[src/rtl/inb_dma_pkg.sv]
// Shared constants and the controller state type for the inbound DMA engine.
// Assumes a four-word descriptor and a flag word whose bit positions are
// decoded by software and by the outbound engine, so they are fixed here.
package inb_dma_pkg;

    localparam int DESC_WORDS = 4;
    localparam int W_NEXT     = 0;
    localparam int W_BUF      = 1;
    localparam int W_END      = 2;
    localparam int W_FLAGS    = 3;

    localparam int FLG_EOL    = 0;
    localparam int FLG_INTR   = 1;
    localparam int FLG_OEOP   = 2;
    localparam int FLG_IEOP   = 3;

    localparam int IRQ_DONE0  = 0;
    localparam int IRQ_DONE1  = 1;
    localparam int IRQ_PKT    = 3;

    typedef enum logic [2:0] {
        ST_IDLE,
        ST_FETCH,
        ST_RUN,
        ST_WRITE,
        ST_WB_END,
        ST_WB_FLAGS,
        ST_WB_CTX,
        ST_EOL
    } inb_state_e;

endpackage

[src/rtl/inb_lane_steer.sv]
// Places one byte on the lane picked by the low address bits.
// Assumes a little-endian word of BYTES lanes; the byte is copied to every
// lane and only the selected enable is raised.
module inb_lane_steer #(
    parameter int BYTES = 4,
    localparam int SEL_W = (BYTES > 1) ? $clog2(BYTES) : 1
) (
    input  logic [SEL_W-1:0]   lane_sel,
    input  logic [7:0]         byte_in,
    output logic [BYTES-1:0]   be,
    output logic [BYTES*8-1:0] wdata
);

    for (genvar g = 0; g < BYTES; g++) begin : g_lane
        // Copy the byte to this lane and enable it only when selected.
        assign wdata[g*8 +: 8] = byte_in;
        assign be[g]           = (lane_sel == SEL_W'(g));
    end

endmodule

[src/rtl/inb_irq_ctrl.sv]
// Raw interrupt vector with per-bit clear and a registered interrupt line.
// The line is recomputed only in cycles where the raw vector changes;
// a mask change by itself waits for the next raw change.
module inb_irq_ctrl #(
    parameter int IRQ_W = 4
) (
    input  logic             clk,
    input  logic             rst_n,
    input  logic [IRQ_W-1:0] set_vec,
    input  logic [IRQ_W-1:0] ack_vec,
    input  logic [IRQ_W-1:0] mask,
    output logic [IRQ_W-1:0] raw,
    output logic             irq
);

    logic [IRQ_W-1:0] raw_nx;

    // Next raw vector: clear acknowledged bits, then set wins.
    always_comb begin
        raw_nx = (raw & ~ack_vec) | set_vec;
    end

    // Hold the raw vector and refresh the line only when the vector moves.
    always_ff @(posedge clk) begin
        if (!rst_n) begin
            raw <= '0;
            irq <= 1'b0;
        end else if (raw_nx != raw) begin
            raw <= raw_nx;
            irq <= |(raw_nx & mask);
        end
    end

endmodule

[src/rtl/inb_desc_fsm.sv]
// Descriptor walker and byte mover for the inbound channel.
// Fetches a descriptor, takes stream bytes one at a time into the buffer,
// closes on full buffer or packet end, writes the end word and flag word
// back, then follows the chain or parks after writing the context disable.
// Assumes the memory returns read data in the cycle it acknowledges.
module inb_desc_fsm
    import inb_dma_pkg::*;
#(
    parameter int ADDR_W = 32,
    parameter int DATA_W = 32,
    localparam int BYTES = DATA_W / 8
) (
    input  logic              clk,
    input  logic              rst_n,
    input  logic              start,
    input  logic [ADDR_W-1:0] start_desc,
    input  logic [ADDR_W-1:0] start_ctx,
    input  logic              s_valid,
    output logic              s_ready,
    input  logic [7:0]        s_data,
    input  logic              s_last,
    output logic              req,
    output logic              we,
    output logic [ADDR_W-1:0] addr,
    output logic [DATA_W-1:0] wdata,
    output logic              wr_byte,
    output logic [7:0]        byte_out,
    input  logic              ack,
    input  logic [DATA_W-1:0] rdata,
    output logic              close_pulse,
    output logic              close_intr,
    output logic              close_eop,
    output logic [ADDR_W-1:0] saved_buf,
    output logic [ADDR_W-1:0] cur_desc,
    output logic              eol
);

    localparam int IDX_W = $clog2(DESC_WORDS);

    inb_state_e        state;
    logic [IDX_W-1:0]  fidx;
    logic [ADDR_W-1:0] desc_q, ctx_q, next_q, buf_q, end_q, saved_q;
    logic [DATA_W-1:0] flags_q;
    logic [7:0]        byte_q;
    logic              last_q;
    logic              eop_q;

    logic              fetch_done, byte_done, buf_full, empty_desc;

    // Descriptor word address from the word index.
    function automatic logic [ADDR_W-1:0] word_addr(input logic [ADDR_W-1:0] base,
                                                    input int idx);
        return base + ADDR_W'(idx * BYTES);
    endfunction

    // Completion and close conditions seen by the sequencer and the irq logic.
    always_comb begin
        fetch_done  = (state == ST_FETCH) && ack && (fidx == IDX_W'(W_FLAGS));
        byte_done   = (state == ST_WRITE) && ack;
        buf_full    = (saved_q + ADDR_W'(1)) == end_q;
        empty_desc  = (buf_q == end_q);
        close_pulse = (fetch_done && empty_desc) || (byte_done && (buf_full || last_q));
        close_intr  = fetch_done ? rdata[FLG_INTR] : flags_q[FLG_INTR];
        close_eop   = byte_done && last_q;
    end

    // Memory request decode per state.
    always_comb begin
        req     = 1'b0;
        we      = 1'b0;
        wr_byte = 1'b0;
        addr    = '0;
        wdata   = '0;
        unique case (state)
            ST_FETCH: begin
                req  = 1'b1;
                addr = word_addr(desc_q, int'(fidx));
            end
            ST_WRITE: begin
                req     = 1'b1;
                we      = 1'b1;
                wr_byte = 1'b1;
                addr    = saved_q;
            end
            ST_WB_END: begin
                req   = 1'b1;
                we    = 1'b1;
                addr  = word_addr(desc_q, W_END);
                wdata = DATA_W'(saved_q);
            end
            ST_WB_FLAGS: begin
                req   = 1'b1;
                we    = 1'b1;
                addr  = word_addr(desc_q, W_FLAGS);
                wdata = flags_q | (DATA_W'(eop_q) << FLG_IEOP);
            end
            ST_WB_CTX: begin
                req   = 1'b1;
                we    = 1'b1;
                addr  = ctx_q;
                wdata = DATA_W'(1);
            end
            default: ;
        endcase
    end

    // Sequencer: start, fetch, byte transfer, write-back and chaining.
    always_ff @(posedge clk) begin
        if (!rst_n) begin
            state   <= ST_IDLE;
            fidx    <= '0;
            desc_q  <= '0;
            ctx_q   <= '0;
            next_q  <= '0;
            buf_q   <= '0;
            end_q   <= '0;
            saved_q <= '0;
            flags_q <= '0;
            byte_q  <= '0;
            last_q  <= 1'b0;
            eop_q   <= 1'b0;
        end else begin
            unique case (state)
                ST_IDLE, ST_EOL: begin
                    if (start) begin
                        desc_q <= start_desc;
                        ctx_q  <= start_ctx;
                        fidx   <= '0;
                        state  <= ST_FETCH;
                    end
                end
                ST_FETCH: begin
                    if (ack) begin
                        unique case (int'(fidx))
                            W_NEXT:  next_q  <= rdata[ADDR_W-1:0];
                            W_BUF:   buf_q   <= rdata[ADDR_W-1:0];
                            W_END:   end_q   <= rdata[ADDR_W-1:0];
                            default: flags_q <= rdata;
                        endcase
                        fidx <= fidx + IDX_W'(1);
                        if (fetch_done) begin
                            saved_q <= buf_q;
                            eop_q   <= 1'b0;
                            state   <= empty_desc ? ST_WB_END : ST_RUN;
                        end
                    end
                end
                ST_RUN: begin
                    if (s_valid) begin
                        byte_q <= s_data;
                        last_q <= s_last;
                        state  <= ST_WRITE;
                    end
                end
                ST_WRITE: begin
                    if (ack) begin
                        saved_q <= saved_q + ADDR_W'(1);
                        if (buf_full || last_q) begin
                            eop_q <= last_q;
                            state <= ST_WB_END;
                        end else begin
                            state <= ST_RUN;
                        end
                    end
                end
                ST_WB_END: begin
                    if (ack) state <= ST_WB_FLAGS;
                end
                ST_WB_FLAGS: begin
                    if (ack) begin
                        if (flags_q[FLG_EOL]) begin
                            state <= ST_WB_CTX;
                        end else begin
                            desc_q <= next_q;
                            fidx   <= '0;
                            state  <= ST_FETCH;
                        end
                    end
                end
                ST_WB_CTX: begin
                    if (ack) state <= ST_EOL;
                end
                default: state <= ST_IDLE;
            endcase
        end
    end

    assign s_ready   = (state == ST_RUN);
    assign byte_out  = byte_q;
    assign saved_buf = saved_q;
    assign cur_desc  = desc_q;
    assign eol       = (state == ST_EOL);

endmodule

[src/rtl/inb_dma_engine.sv]
// Top of the inbound DMA channel: sequencer, byte lane steering and the
// interrupt vector. Assumes DATA_W is a multiple of 8 and not narrower
// than ADDR_W, and IRQ_W covers the highest interrupt bit used.
module inb_dma_engine
    import inb_dma_pkg::*;
#(
    parameter int ADDR_W = 32,
    parameter int DATA_W = 32,
    parameter int IRQ_W  = 4,
    localparam int BYTES = DATA_W / 8,
    localparam int SEL_W = (BYTES > 1) ? $clog2(BYTES) : 1
) (
    input  logic              clk,
    input  logic              rst_n,
    input  logic              i_start,
    input  logic [ADDR_W-1:0] i_desc_addr,
    input  logic [ADDR_W-1:0] i_ctx_addr,
    input  logic              s_valid,
    output logic              s_ready,
    input  logic [7:0]        s_data,
    input  logic              s_last,
    output logic              mem_req,
    output logic              mem_we,
    output logic [ADDR_W-1:0] mem_addr,
    output logic [DATA_W-1:0] mem_wdata,
    output logic [BYTES-1:0]  mem_be,
    input  logic              mem_ack,
    input  logic [DATA_W-1:0] mem_rdata,
    input  logic [IRQ_W-1:0]  i_irq_mask,
    input  logic [IRQ_W-1:0]  i_irq_ack,
    output logic              o_irq,
    output logic [IRQ_W-1:0]  o_irq_raw,
    output logic [ADDR_W-1:0] o_saved_buf,
    output logic [ADDR_W-1:0] o_cur_desc,
    output logic              o_eol,
    output logic              o_desc_close
);

    logic              f_we, f_wr_byte;
    logic [ADDR_W-1:0] f_addr;
    logic [DATA_W-1:0] f_wdata;
    logic [7:0]        f_byte;
    logic              c_pulse, c_intr, c_eop;
    logic [BYTES-1:0]  l_be;
    logic [DATA_W-1:0] l_wdata;
    logic [IRQ_W-1:0]  irq_set;

    inb_desc_fsm #(
        .ADDR_W (ADDR_W),
        .DATA_W (DATA_W)
    ) u_fsm (
        .clk         (clk),
        .rst_n       (rst_n),
        .start       (i_start),
        .start_desc  (i_desc_addr),
        .start_ctx   (i_ctx_addr),
        .s_valid     (s_valid),
        .s_ready     (s_ready),
        .s_data      (s_data),
        .s_last      (s_last),
        .req         (mem_req),
        .we          (f_we),
        .addr        (f_addr),
        .wdata       (f_wdata),
        .wr_byte     (f_wr_byte),
        .byte_out    (f_byte),
        .ack         (mem_ack),
        .rdata       (mem_rdata),
        .close_pulse (c_pulse),
        .close_intr  (c_intr),
        .close_eop   (c_eop),
        .saved_buf   (o_saved_buf),
        .cur_desc    (o_cur_desc),
        .eol         (o_eol)
    );

    inb_lane_steer #(
        .BYTES (BYTES)
    ) u_lane (
        .lane_sel (f_addr[SEL_W-1:0]),
        .byte_in  (f_byte),
        .be       (l_be),
        .wdata    (l_wdata)
    );

    // Build the raw interrupt set vector from the close event.
    always_comb begin
        irq_set            = '0;
        irq_set[IRQ_DONE0] = c_pulse && c_intr;
        irq_set[IRQ_DONE1] = c_pulse && c_intr;
        irq_set[IRQ_PKT]   = c_pulse && c_eop;
    end

    inb_irq_ctrl #(
        .IRQ_W (IRQ_W)
    ) u_irq (
        .clk     (clk),
        .rst_n   (rst_n),
        .set_vec (irq_set),
        .ack_vec (i_irq_ack),
        .mask    (i_irq_mask),
        .raw     (o_irq_raw),
        .irq     (o_irq)
    );

    // Pick byte-lane or whole-word data for the memory port.
    always_comb begin
        mem_we    = f_we;
        mem_addr  = f_addr;
        mem_be    = f_wr_byte ? l_be : '1;
        mem_wdata = f_wr_byte ? l_wdata : f_wdata;
    end

    assign o_desc_close = c_pulse;

endmodule

[config.mk]
export PLATFORM = sky130hd
export DESIGN_NAME = inb_dma_engine
export DESIGN_NICKNAME = d
export VERILOG_FILES = /design/src/rtl/inb_dma_pkg.sv /design/src/rtl/inb_lane_steer.sv /design/src/rtl/inb_irq_ctrl.sv /design/src/rtl/inb_desc_fsm.sv /design/src/rtl/inb_dma_engine.sv
export SDC_FILE = /design/constraint.sdc
export NUM_CORES = 1
export LEC_CHECK = 0
export BUFFER_PORTS_ARGS = -buffer_cell sky130_fd_sc_hd__clkbuf_2
export CORE_UTILIZATION = 55
export CTS_BUF_LIST = sky130_fd_sc_hd__clkbuf_8
export DETAILED_ROUTE_END_ITERATION = 8
export PLACE_DENSITY_LB_ADDON = 0.12
export RECOVER_POWER = 25
export SLEW_MARGIN = 30
export SYNTH_ARGS = -nofsm -noshare
export SYNTH_HDL_FRONTEND = slang
export SYNTH_SLANG_ARGS = --single-unit
[constraint.sdc]
create_clock -name clk -period 3.9 [get_ports clk]
set_input_delay 0.39 -clock clk [delete_from_list [all_inputs] [get_ports clk]]
set_output_delay 0.39 -clock clk [all_outputs]
set_load 0.005 [all_outputs]
==> impl_metrics.ini <==
[synth]
top_post_synthesis_cells_by_area = dfxtp_1 36%, nand2_1 13%, a21oi_1 8.7%, xnor2_1 4.4%, clkbuf_1 3.8%
synth.net_count = 2014
syn-mean-instance-area_um2 = 7.24
synthDominantCellAreaShare_pct = 35.8
netlist_area_um2 = 13700
ys_flop_type = dfxtp_1
post-synth-top-area-cell = dfxtp_1
count_of_flip_flops_with_a_built_in_enable_after_synthesis = 0
async_reset_ff_share_pct = 0
post_synth_num_cell_types = 83
synth-seq-cells = 244
synth_sequential_area_ratio_pct = 35.8
post_synth_inst_count = 1887
synth-warning-count = 0

[clock_tree]
max-clock-path-buffers = 3
clk_latency_ns = 0.57
tritoncts.num_buffers = 42
cts.sink_count = 244
tritoncts = done
htreeDepth = 2
hold_buffers = 0
cts.root.buffer_cell = clkbuf_8
clk_transition_reported_paths_ns = 0.06

[pwr]
vdd_ir_drop_max_v = 0.000338
power_leakage_nw = 6.42
fin_total_pwr_mw = 5.64
pwr_density_cell_nw_per_um2 = 340

[global_route]
largest_net_degree_at_the_start_of_global_routing = 95
grt_pass1_wl_um = 82400
first_global_vias = 14200
total_track_usage_pct = 42.0
grt_overflow = 0
antenna_found_initial = 1

[placement]
port_buffers = 259
preCtsSetupSlack_ns = 0.413
hpwl_um = 39900
numPlacedInstances = 2383
gp_congestion = 1.03

[setup_path]
setup.worst_path.start = u_fsm.saved_buf[9]
timing.critical_path.from_type = register
cp.arrival_ns = 3.51
origin_of_the_critical_flop_to_flop_path = u_fsm.saved_buf[9]
slowest_cell_on_the_critical_path = nor4_4
critPathCaptureType = output port
cp.required_ns = 3.51
cpLargestDelayFamily = simple AND/OR/NAND/NOR gates
criticalPathCategory = register to output port
worstPathMaxFanout = 5
timing.critical_path.slowest_cell_delay_ns = 0.44
critical_path_buf_inv_count = 3
crit_path_cell_trace = nand4_1 > nor4_4 > buf_4 > a31oi_1 > a2111o_1 > nor4_1 > nand4_1 > nor4b_2 > buf_4 > nor2_4 > o22ai_2 > buf_2

[routing]
detailedRoute.firstIterationViolations = 1964
detail-route-antenna-nets = 0
detail_route.vias_per_cell = 6.26
number_of_search_and_repair_iterations_in_the_first_detailed_routing_pass = 8
wl_per_cell_um = 22.2
drc_errors = 0
vias = 15566
drt-total-wl_um = 55200
maxUsedRoutingLayer = met4
route.layer.met1.wl_um = 21900
route.met3.wl_um = 6090
detailroute.wirelength.met2_um = 24300

[floorplan]
die_height_um = 160
initial_core_util_pct = 56.2
design.core.area_um2 = 24300
pin_count = 260
die_width_um = 160
die-area_um2 = 25500
std_cell_rows = 57

[job]
cap_violations = 1

[cells_and_area]
finalNonFillerCells = 2487
drive_above_1_share_pct = 23.0
design.final.nets = 2256
post_synthesis_to_final_layout_area_growth_pct = 21.4

[timing]
timing_worst_slew_pin_value_ns = 3.17
post_route_setup_tns_ns = -0.00393
timing_max_transition_violations_final = 93
finalSetupViolCount = 1
fin_hold_ws_ns = 0.0242
finClkSkew_ns = 0.0197
timing.fmax_ghz = 0.256
layout_worst_path_cycle_share_pct = 100
relSlewSlack_pct = -112
rsz_0062_raised_after_global_routing = yes
setup_slack_ns = -0.00393
hold_violations = 0
finalWorstPathRequiredPeriod_ns = 3.90

[hold_path]
hold_start = i_irq_ack[2]
hold_class = input pin to register

[run_status]
result_of_the_run = finished with violations
violated_checks = max-capacitance violations, max-slew violations, negative setup slack
[worst paths after layout]
kind / to / slack, ns / depth (start not counted)
setup / recovery: o_desc_close / -0.004 / 12
hold / removal: u_irq.raw[2] / 0.02 / 2
setup reg to reg: u_irq.irq / 0.52 / 13
hold reg to reg: u_fsm.flags_q[3] / 0.45 / 2
[layout make-up]
cell class	count	area [um^2]
clock buffers	54	743
flip-flops and latches	244	4910
diodes	2	5.00
well taps	324	405
fillers	2163	7740
multi-input cells	1457	8150
clock inverters	22	125
repair buffers	361	2140
inverters	23	86.3
[stage by stage]
step | area, um^2 | utilization, %
after floorplan | 13700 | -
after global placement | 15300 | 63.0
after detailed placement | 15300 | 63.0
after CTS | 16300 | 66.9
after global routing | 16600 | 68.1
final | 16600 | 68.2
[worst register-to-register path, stage by stage, from the launching register on]
cell and delay (ns):
dfxtp_2 0.36, nand4_1 0.26, nor4_4 0.44, buf_4 0.19, a31oi_1 0.08, a2111o_1 0.39
nor4_1 0.17, nand4_1 0.21, buf_4 0.19, buf_4 0.12, or2_4 0.23, o21ai_4 0.29
mux2i_1 0.13, o211a_1 0.21
[repair_timing]
action,4_1_cts,5_1_grt
setup endpoints to repair,6,12
setup buffers,4,21
pin swaps,4,11
gates cloned,0,1
gates resized for setup,14,41
[cell usage in the layout (no fill, tap or decap), types with 15 or more instances in the layout]
cell type and n:
nor2_1 107, a22oi_1 16, xor2_1 29, inv_1 37
a31oi_1 18, a311oi_1 33, dfxtp_1 226, nand2_1 484
nand3_1 71, mux2i_1 37, clkbuf_8 54, dfxtp_2 15
nand4_1 29, and3_1 16, o21ai_0 98, xnor2_1 69
and2_1 15, nor3_1 26, a21oi_1 237, buf_4 93
clkbuf_2 257
[power breakdown]
group	switching [mW]	internal (mW)
registers	0.0864	2.56
logic	0.359	0.210
clock network	1.11	1.31
total	1.56	4.08
[Yosys cell counts (all sizes together) (3+ instances only)]
cell	instances
nand3	77
nand4	32
and4	3
a222oi	11
nor2b	3
a311oi	33
nor2	117
nor3b	5
mux2i	37
a21oi	238
nand2	485
o22ai	16
a221oi	5
o21ai	102
a22oi	18
a211oi	3
inv	22
dfxtp	244
or3	3
o31ai	12
clkbuf	140
or2	4
a31oi	18
xnor2	70
buf	23
and2	16
nor3	30
xor2	29
and3	20
nor4	17
ha	8
a221o	9
[sequential cells by signal (all words and copies together), names as in the netlist, 2 cells and up]
signal,flops
u_fsm.state,3
u_fsm.byte_out,8
u_fsm.buf_q,32
u_fsm.flags_q,32
u_fsm.cur_desc,32
u_fsm.saved_buf,32
u_fsm.next_q,32
u_fsm.end_q,32
u_fsm.ctx_q,32
u_fsm.fidx,2
u_irq.raw,4
[per-layer routing]
| layer | up-vias | global-route usage [%] |
|---|---|---|
| met5 | - | 0 |
| met2 | 999 | 64.3 |
| li1 | 7071 | - |
| met1 | 7318 | 56.2 |
| met3 | 178 | 7.76 |
| met4 | 0 | 22.3 |
[kinds of logic after synthesis]
| kind of cell | after synthesis | synth area share (%) |
|---|---|---|
| xor+xnor | 99 | 6.40 |
| buf+inv | 186 | 5.82 |
| mux | 38 | 2.79 |
| flops | 244 | 35.8 |
| fa+ha+maj | 9 | 0.879 |
| simple gates | 821 | 26.7 |
| compound gates | 490 | 21.6 |
(Power assumes the default switching activity.)
